File: src/rtl/stk_pkg.sv
package stk_pkg;
  typedef enum logic [1:0] {
    OP_HOLD = 2'd0,
    OP_PUSH = 2'd1,
    OP_POP  = 2'd2,
    OP_LOAD = 2'd3
  } stk_op_e;
endpackage

File: src/rtl/stk_op_dec.sv
module stk_op_dec
  import stk_pkg::*;
(
  input  logic    clk_i,
  input  logic    rst_ni,
  input  logic    push_i,
  input  logic    pop_i,
  input  logic    load_i,
  output stk_op_e op_o,
  output logic    conflict_o
);
  always_comb begin
    conflict_o = 1'b0;
    if (load_i)                op_o = OP_LOAD;
    else if (push_i && pop_i) begin
      op_o       = OP_HOLD;
      conflict_o = 1'b1;
    end
    else if (push_i)           op_o = OP_PUSH;
    else if (pop_i)            op_o = OP_POP;
    else                       op_o = OP_HOLD;
  end


  load_pri_chk: assert property (@(posedge clk_i) disable iff (!rst_ni)
    load_i |-> (op_o == OP_LOAD && !conflict_o));

  conflict_chk: assert property (@(posedge clk_i) disable iff (!rst_ni)
    (push_i && pop_i && !load_i) |-> (conflict_o && op_o == OP_HOLD));

  no_false_err_chk: assert property (@(posedge clk_i) disable iff (!rst_ni)
    !(push_i && pop_i) |-> !conflict_o);
endmodule

File: src/rtl/stk_ptr_core.sv
module stk_ptr_core
  import stk_pkg::*;
#(
  parameter int unsigned          PTR_W     = 8,
  parameter logic [PTR_W-1:0]     RESET_VAL = PTR_W'(7)
) (
  input  logic             clk_i,
  input  logic             rst_ni,
  input  stk_op_e          op_i,
  input  logic [PTR_W-1:0] load_data_i,
  output logic [PTR_W-1:0] sp_o,
  output logic [PTR_W-1:0] addr_o
);
  localparam logic [PTR_W-1:0] ONE = PTR_W'(1);

  logic [PTR_W-1:0] sp_q, sp_d, sp_inc, sp_dec;

  assign sp_inc = sp_q + ONE;
  assign sp_dec = sp_q - ONE;

  always_comb begin
    unique case (op_i)
      OP_PUSH: sp_d = sp_inc;
      OP_POP:  sp_d = sp_dec;
      OP_LOAD: sp_d = load_data_i;
      default: sp_d = sp_q;
    endcase
  end

  always_ff @(posedge clk_i or negedge rst_ni) begin
    if (!rst_ni) sp_q <= RESET_VAL;
    else         sp_q <= sp_d;
  end

  // pre-increment on push, post-decrement on pop
  assign addr_o = (op_i == OP_PUSH) ? sp_inc : sp_q;
  assign sp_o   = sp_q;


  push_inc_chk: assert property (@(posedge clk_i) disable iff (!rst_ni)
    (op_i == OP_PUSH) |=> (sp_q == PTR_W'($past(sp_q) + ONE)));

  pop_dec_chk: assert property (@(posedge clk_i) disable iff (!rst_ni)
    (op_i == OP_POP) |=> (sp_q == PTR_W'($past(sp_q) - ONE)));

  load_val_chk: assert property (@(posedge clk_i) disable iff (!rst_ni)
    (op_i == OP_LOAD) |=> (sp_q == $past(load_data_i)));

  hold_chk: assert property (@(posedge clk_i) disable iff (!rst_ni)
    (op_i == OP_HOLD) |=> $stable(sp_q));
endmodule

File: src/rtl/bank_addr_gen.sv
module bank_addr_gen #(
  parameter int unsigned ADDR_W = 8,
  parameter int unsigned IDX_W  = 3,
  parameter int unsigned BANK_W = 2
) (
  input  logic              clk_i,
  input  logic              rst_ni,
  input  logic [IDX_W-1:0]  idx_i,
  input  logic [BANK_W-1:0] bank_i,
  output logic [ADDR_W-1:0] addr_o
);
  localparam int unsigned USED_W = IDX_W + BANK_W;
  localparam int unsigned PAD_W  = ADDR_W - USED_W;

  generate
    if (PAD_W == 0) begin : g_nopad
      assign addr_o = {bank_i, idx_i};
    end else begin : g_pad
      assign addr_o = {{PAD_W{1'b0}}, bank_i, idx_i};
    end
  endgenerate


  reg_window_chk: assert property (@(posedge clk_i) disable iff (!rst_ni)
    (addr_o >> USED_W) == '0);

  reg_index_chk: assert property (@(posedge clk_i) disable iff (!rst_ni)
    (addr_o[IDX_W-1:0] == idx_i));
endmodule

File: src/rtl/stk_addr_unit.sv
module stk_addr_unit
  import stk_pkg::*;
#(
  parameter int unsigned ADDR_W = 8,
  parameter int unsigned IDX_W  = 3,
  parameter int unsigned BANK_W = 2,
  parameter logic [ADDR_W-1:0] SP_RESET = ADDR_W'(7)
) (
  input  logic              clk_i,
  input  logic              rst_ni,
  input  logic              push_i,
  input  logic              pop_i,
  input  logic              load_i,
  input  logic [ADDR_W-1:0] load_data_i,
  input  logic [IDX_W-1:0]  reg_idx_i,
  input  logic [BANK_W-1:0] bank_sel_i,
  output logic [ADDR_W-1:0] stk_addr_o,
  output logic [ADDR_W-1:0] reg_addr_o,
  output logic [ADDR_W-1:0] sp_o,
  output logic              push_err_o
);
  stk_op_e op;

  stk_op_dec u_dec (
    .clk_i      (clk_i),
    .rst_ni     (rst_ni),
    .push_i     (push_i),
    .pop_i      (pop_i),
    .load_i     (load_i),
    .op_o       (op),
    .conflict_o (push_err_o)
  );

  stk_ptr_core #(
    .PTR_W     (ADDR_W),
    .RESET_VAL (SP_RESET)
  ) u_core (
    .clk_i       (clk_i),
    .rst_ni      (rst_ni),
    .op_i        (op),
    .load_data_i (load_data_i),
    .sp_o        (sp_o),
    .addr_o      (stk_addr_o)
  );

  bank_addr_gen #(
    .ADDR_W (ADDR_W),
    .IDX_W  (IDX_W),
    .BANK_W (BANK_W)
  ) u_bank (
    .clk_i  (clk_i),
    .rst_ni (rst_ni),
    .idx_i  (reg_idx_i),
    .bank_i (bank_sel_i),
    .addr_o (reg_addr_o)
  );


  push_addr_chk: assert property (@(posedge clk_i) disable iff (!rst_ni)
    (push_i && !pop_i && !load_i) |-> (stk_addr_o == ADDR_W'(sp_o + 1'b1)));

  pop_addr_chk: assert property (@(posedge clk_i) disable iff (!rst_ni)
    (pop_i && !push_i && !load_i) |-> (stk_addr_o == sp_o));
endmodule

File: config.mk
export PLATFORM = sky130hd
export DESIGN_NAME = stk_addr_unit
export DESIGN_NICKNAME = d
export VERILOG_FILES = /design/src/rtl/stk_pkg.sv /design/src/rtl/stk_op_dec.sv /design/src/rtl/stk_ptr_core.sv /design/src/rtl/bank_addr_gen.sv /design/src/rtl/stk_addr_unit.sv
export SDC_FILE = /design/constraint.sdc
export NUM_CORES = 1
export LEC_CHECK = 0
export BUFFER_PORTS_ARGS = -buffer_cell sky130_fd_sc_hd__buf_2
export CAP_MARGIN = 20
export CORE_UTILIZATION = 40
export DETAILED_ROUTE_END_ITERATION = 8
export GPL_TIMING_DRIVEN = 0
export PLACE_DENSITY = 0.75
export SLEW_MARGIN = 20
export SYNTH_ARGS = -nofsm -noshare
export SYNTH_HDL_FRONTEND = slang
export SYNTH_SLANG_ARGS = --single-unit
File: constraint.sdc
create_clock -name clk_i -period 1.5 [get_ports clk_i]
set_clock_uncertainty 0.1 [all_clocks]
set_input_delay 0.3 -clock clk_i [delete_from_list [all_inputs] [get_ports clk_i]]
set_output_delay 0.3 -clock clk_i [all_outputs]
set_load 0.01 [all_outputs]
==> results of run 1 <==
## worst paths after layout
check,startpoint,end,slack [ns],cells after the start
max,u_core.sp_o[0],stk_addr_o[4],-0.48,5
min,load_data_i[0],u_core.sp_o[0],0.13,3
max reg2reg,u_core.sp_o[2],u_core.sp_o[7],-0.24,5
min reg2reg,u_core.sp_o[7],u_core.sp_o[7],0.62,2
max in group asynchronous,rst_ni,u_core.sp_o[1],0.74,2
min in group asynchronous,rst_ni,u_core.sp_o[5],0.30,2
## kinds of logic after synthesis
kind of cell | count (synthesis) | share of synthesized area
xor gates and xnor gates | 14 | 0.1524
DFF | 8 | 0.2535
adders and majority gates | 2 | 0.03110
other | 1 | 0.004661
buffers and inverters | 14 | 0.1400
and+or+nand+nor | 41 | 0.2660
AOI/OAI and AO/OA | 18 | 0.1524
## report_power, final
part           switching (mW)  internal (mW)
sequential             0.0707          0.255
clock                   0.100          0.103
combinational           0.256          0.279
total                   0.427          0.637
## final cells by class
class / count / area (µm²)
Multi-Input combinational cell: 78 / 671.9
Sequential cell: 8 / 205.2
Timing Repair Buffer: 45 / 282.8
Tap cell: 25 / 31.28
Inverter: 2 / 12.51
Fill cell: 155 / 478.0
Clock buffer: 4 / 26.28
Buffer: 11 / 93.84
## worst register-to-register path: cells and delay by family, from the launching register on
kind                   cells  cell delay [ns]
DFF                        1             0.41
AOI/OAI and AO/OA          3             0.40
buffers and inverters      1             0.14
and+or+nand+nor            1             0.57
## cells in the mapped netlist
| cell | number | share of area |
|---|---|---|
| nor4_1 | 1 | 0.0078 |
| o22ai_1 | 2 | 0.016 |
| nor2b_1 | 2 | 0.016 |
| ha_1 | 2 | 0.031 |
| nand2b_1 | 3 | 0.023 |
| o211ai_1 | 1 | 0.0093 |
| nand2_1 | 15 | 0.070 |
| a211oi_1 | 1 | 0.0093 |
| xor2_1 | 5 | 0.054 |
| inv_1 | 2 | 0.0093 |
| nand4_1 | 1 | 0.0078 |
| dfrtp_1 | 5 | 0.16 |
| or3_1 | 1 | 0.0078 |
| a22oi_1 | 1 | 0.0093 |
| buf_4 | 8 | 0.075 |
| buf_6 | 4 | 0.056 |
| o32ai_2 | 1 | 0.020 |
| nor3_1 | 3 | 0.019 |
| o21a_1 | 1 | 0.0093 |
| nor2_1 | 5 | 0.023 |
| dfstp_2 | 3 | 0.098 |
| or4_4 | 1 | 0.014 |
| o22ai_2 | 1 | 0.016 |
| or2_2 | 1 | 0.0078 |
| and2_1 | 1 | 0.0078 |
| conb_1 | 1 | 0.0047 |
| nor3b_1 | 1 | 0.0093 |
| o21ai_1 | 4 | 0.025 |
| a31oi_1 | 1 | 0.0078 |
| or4b_1 | 1 | 0.012 |
| or3_2 | 1 | 0.0093 |
| nand3_1 | 2 | 0.012 |
| o21ai_0 | 5 | 0.031 |
| nand3b_1 | 2 | 0.019 |
| xnor2_1 | 9 | 0.098 |
## metrics by stage
step | util | setup slack (ns) | hold WS (ns)
floorplan | - | -0.1731 | -0.09559
global placement | 0.6111 | -0.3361 | 0.05257
detailed placement | 0.6111 | -0.3639 | 0.05760
CTS | 0.7028 | -0.4764 | 0.1305
global route | 0.7347 | -0.5700 | 0.1508
finish | 0.7347 | -0.4823 | 0.1250
## repair_timing
action	CTS	global route
hold endpoints to repair	5	0
pin swaps	12	11
gates resized for setup	16	13
buffers inserted	9	1
endpoints found under the setup margin	15	18
hold buffers	1	0
## per-layer routing
metal	up-vias	routed length (µm)
li1	427	-
met1	408	1017
met2	47	1245
met3	0	188
met4	0	0
met5	-	0
==> metrics.md, run 1 <==
| Metric | Value |
|---|---|
| Syn. warnings | `0` |
| Power per cell area | `between 800 and 900 nW/µm²` |
| Final ANT Viol Nets | `0` |
| TritonCTS clock tree | `built` |
| Failing checks | `negative setup slack` |
| Delay-heaviest family, CP | `flip-flops` |
| Layout net count | `about 170` |
| Die Footprint | `around 2200 µm²` |
| GRT Util Overall | `0.2171` |
| Synth Cell Area | `between 800 and 900 µm²` |
| Most frequent cells in the layout | `buf_2, buf_4, nand2_1` |
| Slowest CP cell | `dfstp_2` |
| Clk_lat worst skew | `approximately 0.27 ns` |
| Final Critical Period | `1.982 ns` |
| Starting Density | `0.4465` |
| Dpl cell area | `roughly 1100 µm²` |
| Ports | `between 40 and 50` |
| Area growth, synth to finish | `64.54%` |
| Max-cap violation count | `0` |
| Die X-Extent | `~47 µm` |
| I/O Buffers | `34` |
| Placed instance count | `around 160` |
| FF+latch count, synth | `8` |
| Share of cells above drive strength 1 | `0.6081` |
| Fmax | `between 0.5 and 0.6 GHz` |
| Num rows | `15` |
| Setup TNS | `-4.558 ns` |
| Worst path bufs/invs | `1` |
| Crit-path max FO | `7` |
| GPL Wtd Cong | `0.7969` |
| Root buf cell | `clkbuf_4` |
| CP arrival | `between 1.5 and 2 ns` |
| Crit Path Category | `reg -> out` |
| Clk pin slew, worst setup/hold paths | `roughly 0.080 ns` |
| Status | `finished with violations` |
| Max Slew Vio Count | `0` |
| Netlist cell types | `35` |
| Power, Total | `~1.1 mW` |
| CORE AREA | `around 1800 µm²` |
| GR Util met1 | `0.2787` |
| Vias in the first global route | `~750` |
| Post-synthesis sequential area ratio | `0.2535` |
| Kind of end point of the critical path | `primary output` |
| GR Util met3 | `0.04615` |
| Critical-path cell list | `ha_4 > nand2_4 > nor2_4 > xor2_2 > buf_2` |
| ANT cells | `0` |
| RSZ-0062 raised after global routing | `true` |
| Longest Clk Path Bufs | `2` |
| DR iter-0 viols | `11` |
| Number of clock sinks | `8` |
| Via/cell ratio | `slightly above 5` |
| Die Ht | `about 47 µm` |
| Grt peak-use layer | `met2` |
| Via count | `between 800 and 900` |
| Final setup margin | `-0.4823 ns` |
| Cells after Synth | `approximately 100` |
| Aggregate routed wire length | `2450 µm` |
| Final hold violation count | `0` |
| Highest ir drop seen on vdd | `between 0.0005 and 0.0006 V` |
| Met2 Resource Use GR | `0.3722` |
| Hpwl dp | `1495 µm` |
| Min-Delay Path Class | `in -> reg` |
| Largest net degree at the start of global routing | `11` |
| GR Overflow Total | `0` |
| Max reg flops | `8` |
| Endpoints failing setup | `17` |
| Commonest non-fill, non-tap cell in the layout | `buf_2` |
| H-tree depth | `1` |
| First drt pass iteration count | `4` |
| Period utilization | `1.322` |
| # DRC | `0` |
| Drt wl/cell | `about 14 µm` |
| Antenna violations before repair | `0` |
| First-pass GRT wire length | `roughly 3300 µm` |
| Post-route cell area | `roughly 1300 µm²` |
| Max incr delay on CP | `roughly 0.67 ns` |
| Synth Area per Inst | `a little over 8 µm²` |
| Worst Setup Start Kind | `flip-flop` |
| Fin cells | `around 170` |
| Req. time, crit path | `around 1.1 ns` |
| Leak Pwr | `approximately 0.6 nW` |
| CTS Buf Count | `3` |
No activity file was read; power rests on OpenSTA's default activity.
==> run 2: changes to the inputs <==
--- a/config.mk
+++ b/config.mk
@@ -7,11 +7,13 @@
 export LEC_CHECK = 0
 export BUFFER_PORTS_ARGS = -buffer_cell sky130_fd_sc_hd__buf_2
 export CAP_MARGIN = 20
-export CORE_UTILIZATION = 40
+export CORE_UTILIZATION = 36
 export DETAILED_ROUTE_END_ITERATION = 8
 export GPL_TIMING_DRIVEN = 0
-export PLACE_DENSITY = 0.75
+export PLACE_DENSITY = 0.68
+export SKIP_LAST_GASP = 1
 export SLEW_MARGIN = 20
 export SYNTH_ARGS = -nofsm -noshare
 export SYNTH_HDL_FRONTEND = slang
+export SYNTH_HIERARCHICAL = 1
 export SYNTH_SLANG_ARGS = --single-unit
==> run 2 against run 1 <==
  * Critical path depth did not move
  * Critical endpoint is now stk_addr_o[6]
  * Flip-flop and latch count did not move
  * Via count rose by 20%
  * Register-to-register slack got worse by 0.03 ns
  * Die area rose by 20%
  * The flow still finishes with violations (negative setup slack)
  * Core utilization fell by 11 points
  * Routed wire length rose by 9.0%
  * Sequential share of layout area fell by 1.0 points
==> metrics.md, run 2 <==
| Metric | Value |
|---|---|
| Top-count cell post-synth | `nor2_1` |
| Worst slew pin tran | `roughly 0.50 ns` |
| Pre-CTS WS | `-0.6382 ns (-0.2743 ns)` |
| H-tree depth | `1 (unchanged)` |
| GR Util met1 | `0.2523 (-0.02644)` |
| Crit Path Category | `reg -> out` |
| Aggregate routed wire length | `2671 µm (+9.0%)` |
| Fraction of registers with async set or reset after synthesis | `1.000 (unchanged)` |
| Cells after Synth | `114 (+16%)` |
| # DRC | `0 (unchanged)` |
| Final Critical Period | `1.906 ns (-0.07633 ns)` |
| Post-synth top area share | `0.1433 (-0.01225)` |
| CTS Buf Count | `3 (unchanged)` |
| Most frequent cells in the layout | `buf_2, buf_4, nor2_1` |
| Finished Core Util | `0.6282 (-0.1065)` |
| Area growth, synth to finish | `62.18%` |
| Longest Clk Path Bufs | `2 (unchanged)` |
| Slew HR | `0.6664` |
| I/O Buffers | `34 (unchanged)` |
| First drt pass iteration count | `4 (unchanged)` |
| Fmax | `0.5247 GHz (+4.0%)` |
| DR iter-0 viols | `21 (+10)` |
| FF+latch count, synth | `8 (unchanged)` |
| Commonest non-fill, non-tap cell in the layout | `buf_2` |
| Ports | `43 (unchanged)` |
| Number of synthesized flops with an enable pin | `0 (unchanged)` |
| Netlist cell types | `36 (+2.9%)` |
| GRT Util Overall | `0.2061 (-0.01103)` |
| Synth top area cells | `dfrtp_1, dfstp_2, buf_4, xnor2_1, xor2_1` |
| Die Footprint | `2627 µm² (+20%)` |
| First-pass GRT wire length | `4022 µm (+20%)` |
| Num rows | `17 (+2)` |
| Die X-Extent | `51.26 µm (+9.4%)` |
| Leading area contributor after synthesis | `dfrtp_1` |
| Crit-path max FO | `4 (-3)` |
| Hpwl dp | `1752 µm (+17%)` |
| Leak Pwr | `0.6533 nW (+10%)` |
| Req. time, crit path | `1.10 ns (about the same)` |
| Highest ir drop seen on vdd | `0.0005808 V (+11%)` |
| Drt wl/cell | `13.63 µm (-3.8%)` |
| Via count | `1,057 (+20%)` |
| Post-synthesis sequential area ratio | `0.2335 (-0.01997)` |
| Die Ht | `51.26 µm (+9.4%)` |
| Endpoints failing setup | `15 (-2)` |
| Syn. warnings | `6 (+6)` |
| Power, Total | `1.341 mW (+26%)` |
| Failing checks | `negative setup slack` |
| Share of cells above drive strength 1 | `0.5595 (-0.04858)` |
| CORE AREA | `2255 µm² (+25%)` |
| Met2 Resource Use GR | `0.3531 (-0.01915)` |
| Max Slew Vio Count | `0 (unchanged)` |
| TritonCTS clock tree | `built` |
| Period utilization | `1.271 (-0.05089)` |
| Fin cells | `196 (+13%)` |
| Filler cells | `201 (+30%)` |
| Final hold violation count | `0 (unchanged)` |
| Min-Delay Path Class | `in -> reg` |
| Grt peak-use layer | `met2` |
| Status | `finished with violations` |
| Root buf cell | `clkbuf_4` |
| GR Overflow Total | `0 (unchanged)` |
| Clk_lat worst skew | `0.25 ns (-0.02 ns)` |
| Max reg flops | `8 (unchanged)` |
| CP arrival | `1.51 ns (-0.07 ns)` |
| Vias in the first global route | `952 (+28%)` |
| Max-cap violation count | `0 (unchanged)` |
| GR Util met3 | `0.01190 (-0.03425)` |
| FF-to-FF Start | `u_core/sp_o[2]` |
| Via/cell ratio | `5.393 (+5.8%)` |
| Worst Setup Start Kind | `flip-flop` |
| Top FF cell, synth | `dfrtp_1` |
| ANT cells | `0 (unchanged)` |
| Final setup margin | `-0.4060 ns (+0.07633 ns)` |
| Hold path startpoint | `load_data_i[5]` |
| Layout net count | `189 (+12%)` |
| Critical Path Start | `u_core/sp_o[1]` |
| Power per cell area | `947.1 nW/µm² (+18%)` |
| RSZ-0062 raised after global routing | `true` |
| Top cells by count, synth | `nor2_1, nand2_1, buf_4` |
| Number of clock sinks | `8 (unchanged)` |
| Clk pin slew, worst setup/hold paths | `0.06 ns (-0.02 ns)` |
| Largest net degree at the start of global routing | `11 (unchanged)` |
| Synth Area per Inst | `7.661 µm² (-6.7%)` |
| Kind of end point of the critical path | `primary output` |
| Synth Cell Area | `873.3 µm² (+8.6%)` |
| Setup TNS | `-4.037 ns (+0.5217 ns)` |
| Antenna violations before repair | `0 (unchanged)` |
| Placed instance count | `178 (+12%)` |
| Final ANT Viol Nets | `0 (unchanged)` |
| GPL Wtd Cong | `0.8265 (+3.7%)` |
| Starting Density | `0.3873 (-0.05918)` |
==> run 2: cell count changes after synthesis, sizes merged, moves of 4 or more <==
cell | before | now
a21oi | 0 | 6
nand2 | 15 | 9
nor2 | 5 | 11
nand4 | 1 | 5
nor3 | 3 | 7
o21ai | 9 | 5
==> run 2: logic make-up (layout without fill, tap and decap cells) <==
kind of cell             count (synthesis)  after routing  synth area share
AO/OA/AOI/OAI                           21             21            0.1576
flip-flops                               8              8            0.2335
XOR/XNOR                                11             11            0.1103
adder cells (fa/ha/maj)                  2              2           0.02865
AND/OR/NAND/NOR                         48             48            0.3166
buffers and inverters                   22             74            0.1375
other                                    1              3          0.004294
multiplexers                             1              1           0.01146
==> run 2: power breakdown <==
group          switching (mW)  internal (mW)  total (mW)
sequential             0.0652          0.275       0.340
combinational           0.409          0.409       0.818
clock                  0.0811          0.102       0.183
total                   0.555          0.786        1.34
==> run 2: final timing paths <==
path	to	slack, ns	cells after the start
worst max-delay path	stk_addr_o[6]	-0.41	5
worst min-delay path	u_core/sp_o[5]	0.23	3
worst max register to register	u_core/sp_o[3]	-0.27	8
worst min register to register	u_core/sp_o[1]	0.57	3
max in group asynchronous	u_core/sp_o[1]	0.72	2
min in group asynchronous	u_core/sp_o[6]	0.33	2
==> run 2: routing by layer <==
| metal | vias up | share of wire |
|---|---|---|
| li1 | 498 | - |
| met1 | 483 | 0.38 |
| met2 | 72 | 0.52 |
| met3 | 4 | 0.084 |
| met4 | 0 | 0.013 |
| met5 | - | 0 |
==> run 2: worst max-delay path: stages, from the launching register on <==
cell and delay, ns:
dfstp_2 0.60, ha_4 0.18, nand3_2 0.09, nor2_2 0.10, xor2_1 0.14, buf_2 0.14
==> run 2: cell type report <==
class                           instances  area (µm²)  area share
Inverter                                5       26.28     0.01855
Tap cell                               28       35.03     0.02473
Sequential cell                         8       205.2      0.1449
Multi-Input combinational cell         86       673.1      0.4753
Clock buffer                            4       26.28     0.01855
Buffer                                 14       106.4     0.07509
Timing Repair Buffer                   51       344.1      0.2429
==> run 2: through the flow <==
stage	hold slack (ns)	cell area [µm²]
global placement	0.05429	1125
detailed placement	0.05649	1125
finish	0.2348	1416
floorplan	-0.09559	919.6
CTS	0.2439	1321
global route	0.2429	1416
==> run 2: repair_timing <==
action / CTS / global route
resized for setup: 21 / 16
pin swaps: 9 / 14
endpoints found under the setup margin: 15 / 18
setup buffers: 10 / 6
hold endpoints to repair: 5 / 0
hold buffers: 1 / 0
==> run 3: changes to the inputs <==
--- a/config.mk
+++ b/config.mk
@@ -9,7 +9,6 @@
 export CAP_MARGIN = 20
 export CORE_UTILIZATION = 36
 export DETAILED_ROUTE_END_ITERATION = 8
-export GPL_TIMING_DRIVEN = 0
 export PLACE_DENSITY = 0.68
 export SKIP_LAST_GASP = 1
 export SLEW_MARGIN = 20
==> run 3 against run 2 <==
  * Die area unchanged
  * Highest routed layer unchanged
  * First-iteration DRC count increased by 14%
  * Global-route usage increased by 0.34 points
  * Largest power group unchanged
  * Clock power about the same
  * Critical path depth unchanged
  * Final area decreased by 3.4%
  * The run still ends with negative setup slack left
==> metrics.md, run 3 (same netlist as run 2, synthesis figures left out) <==
| Metric | Value |
|---|---|
| Filler cells | `204 (+1.5%)` |
| Setup TNS | `-4.007 ns (+0.02997 ns)` |
| First-pass GRT wire length | `4146 µm (+3.1%)` |
| Placed instance count | `179 (+0.56%)` |
| Fmax | `0.5234 GHz (-0.24%)` |
| Crit-path max FO | `3 (-1)` |
| Max incr delay on CP | `0.57 ns (-0.03 ns)` |
| Req. time, crit path | `1.10 ns (about the same)` |
| Root buf cell | `clkbuf_4` |
| Hpwl dp | `1798 µm (+2.6%)` |
| Leak Pwr | `0.6191 nW (-5.2%)` |
| Largest net degree at the start of global routing | `19 (+8)` |
| FF/Latch Area | `205.2 µm² (unchanged)` |
| Post-route cell area | `1368 µm² (-3.4%)` |
| Period utilization | `1.274 (+0.003087)` |
| Num rows | `17 (unchanged)` |
| Finished Core Util | `0.6065 (-0.02164)` |
| CTS Buf Count | `3 (unchanged)` |
| Drt wl/cell | `13.16 µm (-3.4%)` |
| CORE AREA | `2255 µm² (unchanged)` |
| DR iter-0 viols | `24 (+14%)` |
| H-tree depth | `1 (unchanged)` |
| ANT cells | `0 (unchanged)` |
| Fin cells | `188 (-4.1%)` |
| Max reg flops | `8 (unchanged)` |
| Die X-Extent | `51.26 µm (unchanged)` |
| Most frequent cells in the layout | `buf_2, buf_4, nor2_1` |
| Die Ht | `51.26 µm (unchanged)` |
| R2r endpoint | `u_core/sp_o[7]` |
| Endpoints failing setup | `17 (+2)` |
| Hold path startpoint | `load_data_i[1]` |
| R2R Setup Slk | `-0.36 ns (-0.09 ns)` |
| Worst Setup Start Kind | `flip-flop` |
| Failing checks | `negative setup slack` |
| Longest Clk Path Bufs | `2 (unchanged)` |
| GR Overflow Total | `0 (unchanged)` |
| Area of the multi-input gates | `676.9 µm² (+0.56%)` |
| Final setup margin | `-0.4106 ns (-0.004630 ns)` |
| First drt pass iteration count | `4 (unchanged)` |
| Via/cell ratio | `5.160 (-4.3%)` |
| Min-Delay Path Class | `in -> reg` |
| Kind of end point of the critical path | `primary output` |
| Number of clock sinks | `8 (unchanged)` |
| Layout net count | `181 (-4.2%)` |
| Critical-path cell list | `buf_6 > nand4_1 > nor2_1 > xor2_1 > buf_2` |
| Status | `finished with violations` |
| Clk pin slew, worst setup/hold paths | `0.05 ns (about the same)` |
| Crit Path Category | `reg -> out` |
| Share of cells above drive strength 1 | `0.5563 (-0.003274)` |
| Max Slew Vio Count | `0 (unchanged)` |
| Final hold violation count | `0 (unchanged)` |
| GRT Util Overall | `0.2094 (+0.003364)` |
| Die Footprint | `2627 µm² (unchanged)` |
| Antenna violations before repair | `0 (unchanged)` |
| Clk_lat worst skew | `0.24 ns (about the same)` |
| Slowest CP cell | `dfstp_2` |
| Ports | `43 (unchanged)` |
| Hold depth | `3 (unchanged)` |
| CP arrival | `1.51 ns (about the same)` |
| FF-to-FF Start | `u_core/sp_o[1]` |
| GPL Wtd Cong | `0.8110 (-1.9%)` |
| Pre-CTS WS | `-0.4039 ns (+0.2343 ns)` |
| Final ANT Viol Nets | `0 (unchanged)` |
| Aggregate routed wire length | `2475 µm (-7.3%)` |
| Final Critical Period | `1.911 ns (+0.004630 ns)` |
| RSZ-0062 raised after global routing | `true` |
| Via count | `970 (-8.2%)` |
| Area growth, synth to finish | `56.59%` |
| Starting Density | `0.3873 (unchanged)` |
| Max-cap violation count | `0 (unchanged)` |
| Power per cell area | `1005 nW/µm² (+6.1%)` |
| Dpl cell area | `1160 µm² (+3.1%)` |
| I/O Buffers | `29 (-15%)` |
| R2R cell count | `6 (-2)` |
| Hold worst-path end | `u_core/sp_o[1]` |
| TritonCTS clock tree | `built` |
| # DRC | `0 (unchanged)` |
| Commonest non-fill, non-tap cell in the layout | `buf_2` |
| Vias in the first global route | `920 (-3.4%)` |
| Highest ir drop seen on vdd | `0.0004745 V (-18%)` |
[run 3: worst max-delay path, delay by kind of cell (launching register included)]
family	cells	cell delay, ns
xor gates and xnor gates	1	0.15
buffers and inverters	2	0.25
DFF	1	0.57
and+or+nand+nor	2	0.30
[run 3: worst max path at each step]
stage	to	cells past startpoint	slack, ns	start
after floorplan	stk_addr_o[5]	8	-0.28	push_i
after global placement	stk_addr_o[6]	9	-0.36	push_i
after detailed placement	stk_addr_o[6]	9	-0.40	push_i
after CTS	stk_addr_o[6]	5	-0.42	u_core/sp_o[0]
after global routing	stk_addr_o[7]	5	-0.51	u_core/sp_o[1]
final	stk_addr_o[7]	5	-0.41	u_core/sp_o[0]
[run 3: final cells by class]
| class | instances | share of cell area |
|---|---|---|
| tap | 28 | 0.02562 |
| timing repair buffer | 57 | 0.2909 |
| clock buffer | 4 | 0.01921 |
| inverter | 5 | 0.01921 |
| sequential | 8 | 0.1500 |
| multi-input combinational | 86 | 0.4950 |
[run 3: repair_timing]
| item | 4_1_cts | 5_1_grt |
|---|---|---|
| gates resized for setup | 16 | 15 |
| setup endpoints to repair | 14 | 19 |
| buffers inserted | 3 | 1 |
| pin swaps | 8 | 9 |
| gates cloned | 0 | 0 |
| endpoints found under the hold margin | 5 | 0 |
| hold buffers | 1 | 0 |
[run 3: stage by stage]
stage | hold WS (ns) | power, mW
final | 0.2448 | 1.374
after global routing | 0.2464 | 1.482
after CTS | 0.2443 | 1.309
after detailed placement | 0.06231 | 1.033
after global placement | 0.05316 | 1.016
after floorplan | -0.09559 | 0.7569
[run 3: power by group]
group          internal [mW]  switching (mW)
clock                  0.102          0.0832
sequential             0.275          0.0586
combinational          0.442           0.413
total                  0.819           0.555
[run 3: per-layer routing]
layer / part of all wire / routed length [µm] / vias to the layer above / track usage
met5: 0 / 0 / - / 0
met4: 0.0093 / 23 / 0 / 0.09009
met3: 0.032 / 79 / 4 / 0.01786
met2: 0.53 / 1303 / 29 / 0.3662
met1: 0.43 / 1068 / 454 / 0.2604
li1: - / - / 483 / -
